<file path="config.mk">
export PLATFORM = sky130hd
export DESIGN_NAME = irq_trig_front
export DESIGN_NICKNAME = d
export VERILOG_FILES = /design/src/rtl/irqf_pkg.sv /design/src/rtl/irqf_sync.sv /design/src/rtl/irqf_line.sv /design/src/rtl/irq_trig_front.sv
export SDC_FILE = /design/constraint.sdc
export NUM_CORES = 1
export LEC_CHECK = 0
export BUFFER_PORTS_ARGS = -buffer_cell sky130_fd_sc_hd__buf_2
export CORE_MARGIN = 5
export CORE_UTILIZATION = 52
export DETAILED_ROUTE_END_ITERATION = 6
export PLACE_DENSITY = 0.89
export SLEW_MARGIN = 20
export SYNTH_ARGS = -nofsm -noshare
export SYNTH_HDL_FRONTEND = slang
export SYNTH_SLANG_ARGS = --single-unit
</file>
<file path="constraint.sdc">
create_clock -name clk -period 1.6 [get_ports clk]
set_input_delay 0.08 -clock clk [delete_from_list [all_inputs] [get_ports clk]]
set_output_delay 0.08 -clock clk [all_outputs]
set_load 0.05 [all_outputs]
</file>
<file path="src/rtl/irqf_pkg.sv">
package irqf_pkg;
    localparam int LINES    = 16;
    localparam int RSV_LINE = 2;
    // lines whose request is active low / falling-edge triggered
    localparam logic [LINES-1:0] ACT_LOW = 16'h2100;

    typedef enum logic {
        LN_QUIET = 1'b0,
        LN_HELD  = 1'b1
    } ln_state_t;
endpackage

</file>
<file path="src/rtl/irqf_sync.sv">
module irqf_sync #(
    parameter int              N    = 16,
    parameter logic [N-1:0]    IDLE = '0
) (
    input  logic         clk,
    input  logic         rst_n,
    input  logic [N-1:0] raw,
    output logic [N-1:0] cur,
    output logic [N-1:0] old
);
    logic [N-1:0] stage1;

    always_ff @(posedge clk) begin
        if (!rst_n) begin
            stage1 <= IDLE;
            cur    <= IDLE;
            old    <= IDLE;
        end else begin
            stage1 <= raw;
            cur    <= stage1;
            old    <= cur;
        end
    end
endmodule

</file>
<file path="src/rtl/irqf_line.sv">
module irqf_line
    import irqf_pkg::*;
#(
    parameter bit FALLING = 1'b0
) (
    input  logic clk,
    input  logic rst_n,
    input  logic cur,
    input  logic old,
    input  logic level_mode,
    input  logic clr,
    output logic pending
);
    ln_state_t state_q, state_d;
    logic      active, hit;

    generate
        if (FALLING) begin : g_fall
            assign active = ~cur;
            assign hit    = old & ~cur;
        end else begin : g_rise
            assign active = cur;
            assign hit    = cur & ~old;
        end
    endgenerate

    always_ff @(posedge clk) begin
        if (!rst_n) state_q <= LN_QUIET;
        else        state_q <= state_d;
    end

    always_comb begin
        state_d = state_q;
        if (level_mode) begin
            // track
            state_d = active ? LN_HELD : LN_QUIET;
        end else begin
            unique case (state_q)
                LN_QUIET: if (hit) state_d = LN_HELD;     // capture
                LN_HELD:  if (clr && !hit) state_d = LN_QUIET; // retire
                default:  state_d = LN_QUIET;
            endcase
        end
    end

    assign pending = (state_q == LN_HELD);

    p_edge_sets_r2: assert property (@(posedge clk) disable iff (!rst_n)
        (!level_mode && hit) |=> pending);
    p_set_wins_r5: assert property (@(posedge clk) disable iff (!rst_n)
        (!level_mode && hit && clr) |=> pending);
    p_ack_clears_r4: assert property (@(posedge clk) disable iff (!rst_n)
        (!level_mode && clr && !hit) |=> !pending);
    p_sticky_r4: assert property (@(posedge clk) disable iff (!rst_n)
        (!level_mode && !clr && pending) |=> pending);
    p_level_follow_r6: assert property (@(posedge clk) disable iff (!rst_n)
        level_mode |=> (pending == $past(active)));
endmodule

</file>
<file path="src/rtl/irq_trig_front.sv">
module irq_trig_front
    import irqf_pkg::*;
(
    input  logic        clk,
    input  logic        rst_n,
    input  logic        tmr_out0,
    input  logic [15:0] irq_ext,
    input  logic [7:0]  lvl_lo,
    input  logic [7:0]  lvl_hi,
    input  logic [15:0] ack,
    output logic [15:0] pend
);
    logic [LINES-1:0] raw, cur, old, lvl;
    logic             unused_bits;

    // line 0 from the timer, reserved line held inactive
    always_comb begin
        raw           = irq_ext;
        raw[0]        = tmr_out0;
        raw[RSV_LINE] = ACT_LOW[RSV_LINE];
    end

    assign lvl = {lvl_hi, lvl_lo};

    irqf_sync #(.N(LINES), .IDLE(ACT_LOW)) u_sync (
        .clk   (clk),
        .rst_n (rst_n),
        .raw   (raw),
        .cur   (cur),
        .old   (old)
    );

    for (genvar i = 0; i < LINES; i++) begin : g_line
        if (i == RSV_LINE) begin : g_rsv
            assign pend[i] = 1'b0;
        end else begin : g_use
            irqf_line #(.FALLING(ACT_LOW[i])) u_line (
                .clk        (clk),
                .rst_n      (rst_n),
                .cur        (cur[i]),
                .old        (old[i]),
                .level_mode (lvl[i]),
                .clr        (ack[i]),
                .pending    (pend[i])
            );
        end
    end

    assign unused_bits = ^{irq_ext[0], irq_ext[RSV_LINE], ack[RSV_LINE],
                           lvl[RSV_LINE], cur[RSV_LINE], old[RSV_LINE]};

    p_line2_quiet_r9: assert property (@(posedge clk) disable iff (!rst_n)
        pend[RSV_LINE] == 1'b0);
    p_reset_clear_r1: assert property (@(posedge clk)
        !rst_n |=> (pend == '0));
endmodule

</file>
## After elaboration in Yosys (flattened, before gate mapping)

Index checks and enable logic that the tools add are counted.

| storage, ports and cells | value |
|---|---|
| output and inout bits | 16 |
| bits in registers | 63 |
| input port bits | 51 |
| logic and storage cells | 169 |

| operators by class | value |
|---|---|
| mux-type cells | 75 |
| reduce and logical (&&, ||, !) cells | 30 |
| bitwise operators | 45 |

Operators by type and width:

| operator | count |
|---|---|
| $mux W1 | 60 |
| $not A1 Y1 | 30 |
| $pmux W1 S2 | 15 |
| $and A1 B1 Y1 | 15 |
| $logic_and A1 B1 Y1 | 15 |
| $logic_not A1 Y1 | 15 |

## Longest topological paths before layout

Gate-level depths: netlist of the first run.

| depth | value |
|---|---|
| word-level depth | 7 |
| mapped depth | 3 |

## Cells and area by module

A second synthesis of the first run with hierarchy kept.

| unflattened totals | value |
|---|---|
| cells, all modules | 163 |
| area total of the unflattened synthesis | 2018.2 um^2 |

Modules (own cells, without submodules):

| module | cells each | seq. area each (um^2) | area each (um^2) | instances |
|---|---|---|---|---|
| irqf_sync | 101 | 960.9 | 1301.2 | 1 |
| irqf_line (g_line[0].g_use.u_line ...) | 4 | 20.0 | 47.5 | 13 |
| irqf_line (g_line[13].g_use.u_line ...) | 4 | 20.0 | 43.8 | 2 |
| irq_trig_front | 2 | 0.0 | 11.3 | 1 |

## Worst setup path after synthesis of the first run

Ideal clock, no wire load.

| path | value |
|---|---|
| path type | flip-flop to flip-flop |
| from | register g_line[4].g_use.u_line.state_q |
| to | register g_line[4].g_use.u_line.state_q |
| path slack | 0.856 ns |
| arrival time | 0.630 ns |
| required time | 1.486 ns |
| cell stages (with the launch flop) | 3 |
| library setup time | 0.114 ns |
| path buffers | 0 |
| path through | dfxtp_1 -> and4bb_2 -> a21o_1 |

| on the way | value |
|---|---|
| word-level cells in the longest chain between the ends | 3 |

RTL lines:

| element | line | RTL |
|---|---|---|
| start: declaration | irqf_line.sv:14 | `ln_state_t state_q, state_d;` |
| start signal: assignment | irqf_line.sv:29 | `else state_q <= state_d;` |
| $not A1 Y1 | irqf_line.sv:38 | `unique case (state_q)` |
| $pmux W1 S2 (*) | irqf_line.sv:38 |  |
| $mux W1 (*) | irqf_line.sv:34 | `if (level_mode) begin` |

Mark *: on every way between the ends. The rest lies on a longest branch, timed or not.
A chain may end at the register's enable or synchronous reset.

## Worst setup path in the final report of the first run

| path | value |
|---|---|
| from | input port ack[13] |
| to | register g_line[13].g_use.u_line.state_q |

| on the way | value |
|---|---|
| word-level cells in the longest chain between the ends | 4 |

RTL lines:

| element | line | RTL |
|---|---|---|
| start: declaration | irq_trig_front.sv:10 | `input logic [15:0] ack,` |
| $logic_and A1 B1 Y1 | irqf_line.sv:40 | `LN_HELD: if (clr && !hit) state_d = LN_QUIET;` |
| $mux W1 | irqf_line.sv:40 |  |
| $pmux W1 S2 | irqf_line.sv:38 |  |
| $mux W1 | irqf_line.sv:34 |  |
| end signal: assignment | irqf_line.sv:29 |  |
| end: declaration | irqf_line.sv:14 |  |

No other way between the ends.

==> reports/qor.yml, run 1 <==
finalSetupViolations: 0
pwr_density_cell_nw_per_um2: 1151
drt_pre_antenna_iters: 4
dr_total_vias: 1320
grt_pass1_wl_mm: 5.796
synth_most_common_cell: "dfxtp_1"
worstHoldEndpoint: "g_line[6].g_use.u_line.pending$_SDFF_PN0_"
grt_max_degree: 61
regArea_um2: 1201
period_minus_slack_ns: 1.268
worstReg2RegStart: "g_line[13].g_use.u_line.pending$_SDFF_PN0_"
syn_avg_cell_area_um2: 11.59
synth_edf_count: 0
postSynthCellCount: 173
p_leak_nw: 1.265
place_congestion: 0.7609
hold_viol_final: 0
wl_per_cell_um: 11.44
clkSlewWorstSetupHoldPaths_ns: 0.06
r2r_end: "g_line[13].g_use.u_line.pending$_SDFF_PN0_"
pin_count: 67
ir_worst_vdd_mv: 0.7262
fp.dieH_um: 72.11
portBuffers: 61
reg2regPathDepth: 3
root_buffer: "clkbuf_8"
rsz0062_at_grt: "no"
dieArea_um2: 5199
setup.worst_path.end_class: "flip-flop"
synth.distinct_cells: 16
synth-seq-area-share_pct: 59.89
period_share_pct: 79.28
syn_area_um2: 2006
cap_violations: 0
dpl-instance-area_um2: 2242
initial_core_util_pct: 54.38
drive_gt1_share_pct: 34.41
drtAntennaViolNets: 0
synth_warnings: 0
cts_buffer_depth: 2
cts_resized: 0
final-max-slew-violation-count: 0
die_width_um: 72.11
worstPathRequired_ns: 1.87
yosysTopAreaCell: "dfxtp_1"
dp_hpwl_mm: 2.123
htreeDepth: 3
crit_type: "in2reg"
netlist.area_leader.share_pct: 59.89
antenna_cells: 0
final_area_um2: 2604
worstHoldStart: "lvl_lo[6]"
grt.overflow.total: 0
row_count: 22
syn2layout_area_growth_pct: 29.82
cts_sinks: 60
finClkSkew_ns: 0.003288
path_max_fanout: 1
netlist_top_cells_count: "60 x dfxtp_1, 39 x and2_1, 19 x nand2b_1, 16 x buf_4, 13 x a21o_1"
fin_nets: 293
start_kind: "input port"
synthTopCellsByArea: "dfxtp_1 60%, and2_1 12%, and4bb_2 6.2%"
fin_worst_hold_slack_ns: 0.04474
synth-async-reset-ratio_pct: 0
cts_buffers: 9
cts_setup_buffers: 0
hold_depth: 3
r2r_slack_ns: 0.40
ys_ff_latch: 60
fmax_ghz: 0.7883
drc_errors: 0
core_um2: 3689
vias_per_cell: 4.475
status: "completed"
ys.flop_type: "dfxtp_1"
worstPathArrival_ns: 1.54
final_util_pct: 70.59
grt_usage_pct: 15.04
multi_input_area_um2: 655.6
fillers: 286
tns_ns: 0
routed_wl_mm: 3.375
drtIter0Drc: 46
clkLatencyLatePin_ns: 0.33
syn_nets: 224
grt_pass1_vias: 1383
hold_path.class: "in2reg"
tritoncts: "done"
antenna_found_initial: 0
[routing by layer]
metal / vias to the layer above / share of wire (%) / GRT usage, %
met5: - / 0 / 0
met4: 0 / 1.5 / 6.889
met3: 6 / 8.9 / 8.449
met2: 43 / 51 / 26.19
met1: 584 / 38 / 14.27
li1: 687 / - / -
[flip-flops by register name, summed over array words and instances, names as in the netlist]
register,count
g_line.g_use.u_line.pending,15
u_sync.cur,15
u_sync.old,15
u_sync.stage1,15
[cell usage in the layout (no fill, tap or decap), types with 2 or more instances in the layout]
cell type      Yosys  routed
a21o_1            13      13
and2_1            39      39
and4bb_2          10      10
buf_2              3      61
clkbuf_1           1       3
clkbuf_8           0      12
dfxtp_1           60      60
dlygate4sd3_1      0      18
nand2b_1          19      19
nor2_1             2       2
nor4bb_1           3       3
[metrics by stage]
step / setup slack, ns / instances / total power (W)
floorplan: 0.8562 / 173 / 0.001734
global placement: 0.7365 / 261 / 0.001790
detailed placement: 0.7114 / 261 / 0.001799
CTS: 0.3554 / 295 / 0.003039
global route: 0.3131 / 295 / 0.003141
finish: 0.3315 / 295 / 0.002997
[cell type report]
class	count	share of cell area, %
clock buffer	15	6.776
clock inverter	1	0.1922
multi-input combinational	91	25.18
sequential	60	46.13
tap	48	2.307
timing repair buffer	80	19.41
[report_power, final]
part | internal, W | leakage [nW] | switching (W) | total (W)
clock | 0.000688 | 0.0937 | 0.000509 | 0.00120
sequential | 0.00155 | 0.493 | 0.0000136 | 0.00157
combinational | 0.000124 | 0.679 | 0.000109 | 0.000234
[worst max-delay path: stages]
cell and delay (ns):
dlygate4sd3_1 0.54, buf_2 0.12, o32ai_1 0.23, dlygate4sd3_1 0.57
[how the worst max path moves through the flow]
stage	start	end	slack, ns	depth (start not counted)
floorplan	g_line[4].g_use.u_line.pending$_SDFF_PN0_	g_line[4].g_use.u_line.pending$_SDFF_PN0_	0.86	2
global placement	rst_n	g_line[1].g_use.u_line.pending$_SDFF_PN0_	0.74	4
detailed placement	rst_n	g_line[4].g_use.u_line.pending$_SDFF_PN0_	0.71	4
CTS	ack[13]	g_line[13].g_use.u_line.pending$_SDFF_PN0_	0.36	4
global route	g_line[13].g_use.u_line.pending$_SDFF_PN0_	g_line[13].g_use.u_line.pending$_SDFF_PN0_	0.31	3
finish	ack[13]	g_line[13].g_use.u_line.pending$_SDFF_PN0_	0.33	4
[logic make-up after synthesis]
logic type | share of synthesized area [%]
flops | 59.89
compound gates | 5.552
simple gates | 26.95
buf+inv | 7.423
other cells | 0.1870
[what timing repair did]
action	4_1_cts	5_1_grt
hold buffers	18	0
setup endpoints to repair	0	0
endpoints found under the hold margin	17	0
(Power assumes the default switching activity.)
==> run 2, diff against run 1 <==
CORE_UTILIZATION = 44   (was 52)
PLACE_DENSITY = 0.81   (was 0.89)
clock period = 1.1 ns   (was 1.6 ns; I/O delays follow)
==> reports/qor.yml, run 2 (synthesized netlist as in run 1, its figures left out) <==
wl_per_cell_um: 11.46
period_share_pct: 88.04
clkSlewWorstSetupHoldPaths_ns: 0.06
cts_buffers: 9
finalSetupViolations: 0
pin_count: 67
vias_per_cell: 4.361
worstHoldStart: "ack[8]"
dp_cells: 265
pwr_density_cell_nw_per_um2: 1639
portBuffers: 61
p_leak_nw: 1.253
path_cells: "buf_2"
final_util_pct: 59.08
syn2layout_area_growth_pct: 29.13
path_max_fanout: 2
start_kind: "flip-flop"
cts_sinks: 60
worstPathArrival_ns: 0.91
dr_total_vias: 1304
crit_path_top_delay_cell: "dfxtp_1"
max_stage_delay_ns: 0.33
critPathLaunch: "g_line[8].g_use.u_line.pending$_SDFF_PN0_"
cap_violations: 0
antenna_found_initial: 0
grt.overflow.total: 0
setup_ws_ns: 0.1316
final_cell_mix: "61 x buf_2, 60 x dfxtp_1, 39 x and2_1"
worstPathRequired_ns: 1.04
worstReg2RegStart: "g_line[10].g_use.u_line.pending$_SDFF_PN0_"
fmax_ghz: 1.033
crit_buf_inv: 1
status: "completed"
grt_usage_pct: 12.71
fp.dieH_um: 77.52
hold_path.class: "in2reg"
clkLatencyLatePin_ns: 0.32
drtAntennaViolNets: 0
initial_core_util_pct: 45.75
place_congestion: 0.6292
fin_nets: 293
drt_pre_antenna_iters: 2
antenna_cells: 0
drc_errors: 0
row_count: 24
final-max-slew-violation-count: 0
hold_viol_final: 0
root_buffer: "clkbuf_8"
rsz0062_at_grt: "no"
htreeDepth: 3
core_um2: 4384
routed_wl_mm: 3.428
layout.cells.non_filler: 299
tns_ns: 0
dp_hpwl_mm: 2.112
cts_buffer_depth: 2
crit_type: "reg2out"
grt_pass1_vias: 1356
die_width_um: 77.52
dieArea_um2: 6009
final_common_cell: "buf_2"
period_minus_slack_ns: 0.9684
pre_cts_slack_ns: 0.2409
drive_gt1_share_pct: 34.01
finClkSkew_ns: 0.005624
cts_setup_buffers: 0
crit_family: "flip-flops"
grt_pass1_wl_mm: 5.947
tritoncts: "done"
grt_max_degree: 61
ir_worst_vdd_mv: 0.9414
drtIter0Drc: 51
setup.worst_path.end_class: "output port"
[run 2: cell count changes in the layout (fill, tap and decap cells not counted)]
cell and change:
clkbuf_1 +1, clkbuf_8 -2, clkinv_2 +1
[run 2: stage by stage]
| step | hold slack [ns] | total power [W] | area (um^2) |
|---|---|---|---|
| after floorplan | 0.1565 | 0.002522 | 2006 |
| after global placement | 0.2344 | 0.002608 | 2247 |
| after detailed placement | 0.2410 | 0.002617 | 2247 |
| after CTS | 0.002255 | 0.004311 | 2590 |
| after global routing | 0.02137 | 0.004447 | 2590 |
| final | 0.02312 | 0.004244 | 2590 |
[run 2: final timing paths]
check	endpoint	slack (ns)	depth (start not counted)
worst max-delay path	pend[8]	0.13	1
worst min-delay path	g_line[8].g_use.u_line.pending$_SDFF_PN0_	0.02	3
worst max register to register	g_line[10].g_use.u_line.pending$_SDFF_PN0_	0.33	2
worst min register to register	u_sync.cur[13]$_SDFF_PN1_	0.41	1
[run 2: cell type report]
type,count,area [um^2]
fill,380,1794
sequential,60,1201
multi-input combinational,91,655.6
timing repair buffer,80,505.5
clock buffer,14,152.6
tap,52,65.06
clock inverter,2,10.01
[run 2: power breakdown]
part	internal (W)	leakage [nW]	switching [W]
clock	0.000874	0.0844	0.000753
sequential	0.00226	0.493	0.0000191
combinational	0.000182	0.676	0.000159
total	0.00331	1.25	0.000931
[run 2: repair_timing]
item,CTS,global route
endpoints found under the hold margin,17,0
hold buffers,18,0
resized for setup,0,0
[run 2: worst register-to-register path: stages (launching register included)]
cell and delay, ns:
dfxtp_1 0.31, and4bb_2 0.22, a21o_1 0.15
[run 2: layer usage]
metal	track usage [%]	share of wire, %
met5	0	0
met4	6.186	1.5
met3	6.134	7.9
met2	21.89	51
met1	12.78	39
